## config.mk

```make
export PLATFORM = sky130hd
export DESIGN_NAME = ipi_doorbell
export DESIGN_NICKNAME = d
export VERILOG_FILES = /design/src/rtl/ipi_doorbell_pkg.sv /design/src/rtl/ipi_addr_decode.sv /design/src/rtl/ipi_doorbell_set.sv /design/src/rtl/ipi_doorbell.sv
export SDC_FILE = /design/constraint.sdc
export NUM_CORES = 1
export LEC_CHECK = 0
export CORE_AREA = 2 2 112 196
export CTS_CLUSTER_SIZE = 8
export DETAILED_ROUTE_END_ITERATION = 7
export DIE_AREA = 0 0 114 198
export GPL_ROUTABILITY_DRIVEN = 0
export PLACE_DENSITY = 0.92
export SETUP_SLACK_MARGIN = 0.5
export SLEW_MARGIN = 20
export SYNTH_ARGS = -nofsm -noshare
export SYNTH_HDL_FRONTEND = slang
export SYNTH_SLANG_ARGS = --single-unit
```

## constraint.sdc

```tcl
create_clock -name clk -period 4.22 [get_ports clk]
set_input_delay 0.844 -clock clk [delete_from_list [all_inputs] [get_ports clk]]
set_output_delay 0.844 -clock clk [all_outputs]
set_load 0.05 [all_outputs]
```

## src/rtl/ipi_doorbell_pkg.sv

```systemverilog
package ipi_doorbell_pkg;
  localparam int unsigned MAX_DEST = 32;

  typedef enum logic {
    REG_TRIG = 1'b0,
    REG_MASK = 1'b1
  } reg_kind_e;

  // destinations that actually receive a pulse
  function automatic logic [MAX_DEST-1:0] fire_bits(
    input logic [MAX_DEST-1:0] request,
    input logic [MAX_DEST-1:0] enable
  );
    return request & enable;
  endfunction
endpackage

```

## src/rtl/ipi_addr_decode.sv

```systemverilog
module ipi_addr_decode
  import ipi_doorbell_pkg::*;
#(
  parameter int unsigned ADDR_W   = 12,
  parameter int unsigned NUM_SETS = 8,
  localparam int unsigned SET_W   = (NUM_SETS > 1) ? $clog2(NUM_SETS) : 1
) (
  input  logic [ADDR_W-1:0] addr,
  output logic              hit,
  output reg_kind_e         kind,
  output logic [SET_W-1:0]  set_idx
);
  localparam logic [ADDR_W-1:0] MAP_END = ADDR_W'(NUM_SETS * 8);

  always_comb begin
    hit     = (addr < MAP_END) && (addr[1:0] == 2'b00);
    kind    = addr[2] ? REG_MASK : REG_TRIG;
    set_idx = SET_W'(addr >> 3);
  end
endmodule

```

## src/rtl/ipi_doorbell_set.sv

```systemverilog
module ipi_doorbell_set
  import ipi_doorbell_pkg::*;
#(
  parameter int unsigned NUM_DEST = 17
) (
  input  logic                clk,
  input  logic                rst_n,
  input  logic                mask_wr,
  input  logic                trig_fire,
  input  logic [NUM_DEST-1:0] wdata,
  output logic [NUM_DEST-1:0] mask_q,
  output logic [NUM_DEST-1:0] irq_q
);
  logic [NUM_DEST-1:0] fire_now;
  logic [MAX_DEST-1:0] fire_wide;

  assign fire_wide = fire_bits(MAX_DEST'(wdata), MAX_DEST'(mask_q));
  assign fire_now  = fire_wide[NUM_DEST-1:0];

  always_ff @(posedge clk or negedge rst_n) begin
    if (!rst_n) begin
      mask_q <= '0;
      irq_q  <= '0;
    end else begin
      if (mask_wr) mask_q <= wdata;
      irq_q <= trig_fire ? fire_now : '0;
    end
  end


  mask_hold_chk: assert property (@(posedge clk) disable iff (!rst_n)
    !mask_wr |=> $stable(mask_q));


  pulse_one_cycle_chk: assert property (@(posedge clk) disable iff (!rst_n)
    !trig_fire |=> irq_q == '0);


  masked_drop_chk: assert property (@(posedge clk) disable iff (!rst_n)
    trig_fire |=> (irq_q & ~$past(mask_q)) == '0);


  pulse_subset_chk: assert property (@(posedge clk) disable iff (!rst_n)
    trig_fire |=> (irq_q & ~$past(wdata)) == '0);
endmodule

```

## src/rtl/ipi_doorbell.sv

```systemverilog
module ipi_doorbell
  import ipi_doorbell_pkg::*;
#(
  parameter int unsigned ADDR_W   = 12,
  parameter int unsigned DATA_W   = 32,
  parameter int unsigned NUM_SETS = 8,
  parameter int unsigned NUM_DEST = 17
) (
  input  logic                         clk,
  input  logic                         rst_n,
  input  logic [ADDR_W-1:0]            bus_addr,
  input  logic                         bus_we,
  input  logic [DATA_W-1:0]            bus_wdata,
  output logic [DATA_W-1:0]            bus_rdata,
  output logic [NUM_SETS*NUM_DEST-1:0] irq_out
);
  localparam int unsigned SET_W = (NUM_SETS > 1) ? $clog2(NUM_SETS) : 1;

  logic             dec_hit;
  reg_kind_e        dec_kind;
  logic [SET_W-1:0] dec_set;
  logic             wr_mask_any;
  logic             wr_trig_any;
  logic [NUM_DEST-1:0] mask_all [NUM_SETS];
  logic unused_wdata_hi;

  assign unused_wdata_hi = ^bus_wdata[DATA_W-1:NUM_DEST];

  ipi_addr_decode #(
    .ADDR_W  (ADDR_W),
    .NUM_SETS(NUM_SETS)
  ) i_decode (
    .addr   (bus_addr),
    .hit    (dec_hit),
    .kind   (dec_kind),
    .set_idx(dec_set)
  );

  assign wr_mask_any = bus_we && dec_hit && (dec_kind == REG_MASK);
  assign wr_trig_any = bus_we && dec_hit && (dec_kind == REG_TRIG);

  for (genvar s = 0; s < NUM_SETS; s++) begin : g_set
    logic sel;
    assign sel = (dec_set == SET_W'(s));

    ipi_doorbell_set #(
      .NUM_DEST(NUM_DEST)
    ) i_set (
      .clk      (clk),
      .rst_n    (rst_n),
      .mask_wr  (wr_mask_any && sel),
      .trig_fire(wr_trig_any && sel),
      .wdata    (bus_wdata[NUM_DEST-1:0]),
      .mask_q   (mask_all[s]),
      .irq_q    (irq_out[s*NUM_DEST +: NUM_DEST])
    );
  end

  always_comb begin
    bus_rdata = '0;
    if (dec_hit && dec_kind == REG_MASK)
      bus_rdata[NUM_DEST-1:0] = mask_all[dec_set];
  end


  unmapped_read_zero_chk: assert property (@(posedge clk) disable iff (!rst_n)
    !dec_hit |-> bus_rdata == '0);


  trig_read_zero_chk: assert property (@(posedge clk) disable iff (!rst_n)
    (dec_hit && dec_kind == REG_TRIG) |-> bus_rdata == '0);


  unmapped_no_irq_chk: assert property (@(posedge clk) disable iff (!rst_n)
    !(bus_we && dec_hit) |=> irq_out == '0);


  single_set_pulse_chk: assert property (@(posedge clk) disable iff (!rst_n)
    1'b1 |=> $countones(irq_out) <= NUM_DEST);
endmodule

```

==> impl_metrics.json <==
{
  "setup-violations-final": 0,
  "synth_seq_cells": 272,
  "cp_max_fo": 17,
  "synth_cell_types": 29,
  "layout_worst_path_cycle_share": 0.8724,
  "track_usage": 0.2753,
  "clockRootBuffer": "clkbuf_16",
  "clock_sinks": 272,
  "fmax_ghz": 0.2716,
  "grt_start_max_net_pins": 101,
  "die_x_um": 114,
  "hold_viol_final": 0,
  "diodes": 0,
  "period_minus_slack_ns": 3.681,
  "pwr-share-clk": 0.473,
  "io_buffers": 184,
  "fp.dieH_um": 198,
  "leakage_nw": 7.427,
  "route.detailed.drc": 0,
  "cts_buffer_depth": 3,
  "die_area_um2": 22570,
  "place_ws_ns": 0.4925,
  "synth_cells": 846,
  "gr-total-overflow": 0,
  "max_slew.worst_pin.slew_ns": 1.060,
  "yosysSeqAreaShare": 0.5884,
  "final_common_cell": "dfrtp_1",
  "io_pins": 215,
  "vias": 7708,
  "hold_path_class": "input pin to async pin",
  "timing.setup.critical_path_class": "input pin to primary output",
  "skew_ns": 0.008522,
  "via_per_inst": 5.989,
  "end_kind": "primary output",
  "status": "finished clean",
  "dr.pass1.iters": 4,
  "fin_area_um2": 14650,
  "area_growth_pct": 26.63,
  "pwr-share-comb": 0.053,
  "cp_data_required_time_ns": 3.38,
  "first_iter_violations": 415,
  "drive_gt1_frac": 0.2597,
  "rsz0062_at_grt": "yes",
  "first_global_vias": 8341,
  "detailed_place_hpwl_mm": 20.12,
  "fill_cells": 1455,
  "netlist_area_um2": 11570,
  "fp-row-count": 71,
  "clkTransAtPathRegs_ns": 0.04,
  "layout_setup_ws_ns": 0.5385,
  "sw_frac_of_total": 0.2193,
  "h-tree-depth": 2,
  "vdd_drop_max_mv": 0.3028,
  "use_met1": 0.3071,
  "avgSynthCellArea_um2": 13.67,
  "grt_use_met3": 0.05571,
  "dpl.cell_count": 1243,
  "layout_common_cells": "dfrtp_1, clkdlybuf4s50_1, and3_1",
  "initial_core_util": 0.5472,
  "worstPathArrival_ns": 2.84,
  "top_usage_layer": "met2",
  "seqPwrFrac": 0.475,
  "power_switching_mw": 1.213,
  "wl_per_cell_um": 23.75,
  "place_area_um2": 13630,
  "layoutNonFillerInstCount": 1287,
  "finalWirelength_mm": 30.57,
  "final_util": 0.6929,
  "start_kind": "input pin",
  "ys_warn_count": 0,
  "maxSlewHeadroom": 0.2936,
  "nNetsFinal": 1080,
  "p_int_mw": 4.316,
  "maxCapViolCount": 0,
  "cts_buffers": 39,
  "p_per_area_nw_per_um2": 377.4,
  "grt_pass1_wl_mm": 46.81,
  "setup_tns_ns": 0,
  "grt_use_met2": 0.4797,
  "worstSkewPairLatency_ns": 0.50,
  "core_area_um2": 21140,
  "antenna_found_initial": 0,
  "holdWs_ns": 0.3506,
  "antenna_left": 0,
  "cts_tree": "yes",
  "slew_violations": 0,
  "finalPower_mw": 5.528
}
[state kept, by name, summed over array words and instances, names as in the netlist]
| signal | cells |
|---|---|
| g_set.i_set.mask_q | 136 |
| g_set.i_set.irq_q | 136 |
[cell families after synthesis]
kind of cell / Yosys count / synth area share
AND/OR/NAND/NOR: 250 / 0.1465
other: 1 / 0.0003242
AO/OA/AOI/OAI: 34 / 0.02206
multiplexers: 204 / 0.2010
buffers and inverters: 85 / 0.04175
flip-flops: 272 / 0.5884
[path summary, 6_finish.rpt]
path,slack (ns),depth (start not counted),startpoint,to
max,0.54,6,bus_addr[3],bus_rdata[7]
min in group clk,0.52,1,g_set[0].i_set.mask_q[0]$_DFFE_PN0P_,g_set[0].i_set.mask_q[0]$_DFFE_PN0P_
max reg2reg,3.42,1,g_set[7].i_set.mask_q[7]$_DFFE_PN0P_,g_set[7].i_set.mask_q[7]$_DFFE_PN0P_
max in group asynchronous,2.86,2,rst_n,g_set[3].i_set.irq_q[1]$_DFF_PN0_
min reg2reg,0.52,1,g_set[0].i_set.mask_q[0]$_DFFE_PN0P_,g_set[0].i_set.mask_q[0]$_DFFE_PN0P_
min,0.35,1,rst_n,g_set[5].i_set.irq_q[11]$_DFF_PN0_
[repair_timing]
item,4_1_cts,5_1_grt
setup buffers,0,4
gates resized for setup,0,1
pin swaps,1,2
setup endpoints to repair,1,17
hold buffers,0,0
[power by group through the flow]
stage | combinational, mW | clock (mW) | sequential, mW
after CTS | 0.289 | 2.65 | 2.62
final | 0.291 | 2.61 | 2.63
after detailed placement | 0.288 | 0 | 2.67
after global routing | 0.313 | 2.77 | 2.62
after global placement | 0.281 | 0 | 2.66
after floorplan | 0.156 | 0 | 2.66
[routing by layer]
metal,part of all wire,vias up,wire length (µm)
met5,0,-,0
met4,0.063,0,1938
met3,0.059,119,1800
met2,0.53,365,16270
met1,0.35,3913,10550
li1,-,3311,-
[critical path: stages]
cell and delay, ns:
clkdlybuf4s50_1 0.60, nor2b_1 0.23, buf_4 0.22, a22oi_1 0.44, and3_1 0.27, buf_4 0.21
[synthesized netlist by cell type]
master    number  area (µm²)
or4_4          3       33.78
nor4_2         3       37.54
inv_1          3       11.26
buf_2          5       25.02
nand3b_1       1       7.510
conb_1         1       3.750
and2_1        18       112.6
mux2_2       106        1194
mux2_4        30       450.4
nor4_4         5       106.4
nand3_1        1       5.000
buf_6         13       146.4
buf_4         16       120.1
and3_1       119       744.5
nand4b_1       1       8.760
or4_1          3       22.52
nor3_1         5       25.02
a22oi_1       34       255.2
clkbuf_1      43       161.4
dfrtp_1      272        6807
nor3_2        30       300.3
nand2_1       35       131.4
nor2b_1       19       118.9
nand4_1        1       6.260
or2_2          1       6.260
buf_1          5       18.77
nand2b_1       4       25.02
mux2i_1       68       680.7
nor2_1         1       3.750
[final cells by class]
| type | count | area [µm²] | area share |
|---|---|---|---|
| clock buffer | 39 | 975.9 | 0.06662 |
| clock inverter | 1 | 8.758 | 0.0005979 |
| inverter | 3 | 11.26 | 0.0007687 |
| multi-input combinational | 503 | 4363 | 0.2978 |
| sequential | 272 | 6807 | 0.4646 |
| tap | 255 | 319.1 | 0.02178 |
| timing repair buffer | 214 | 2165 | 0.1478 |
Note: power is estimated with default switching activity, not from simulation.
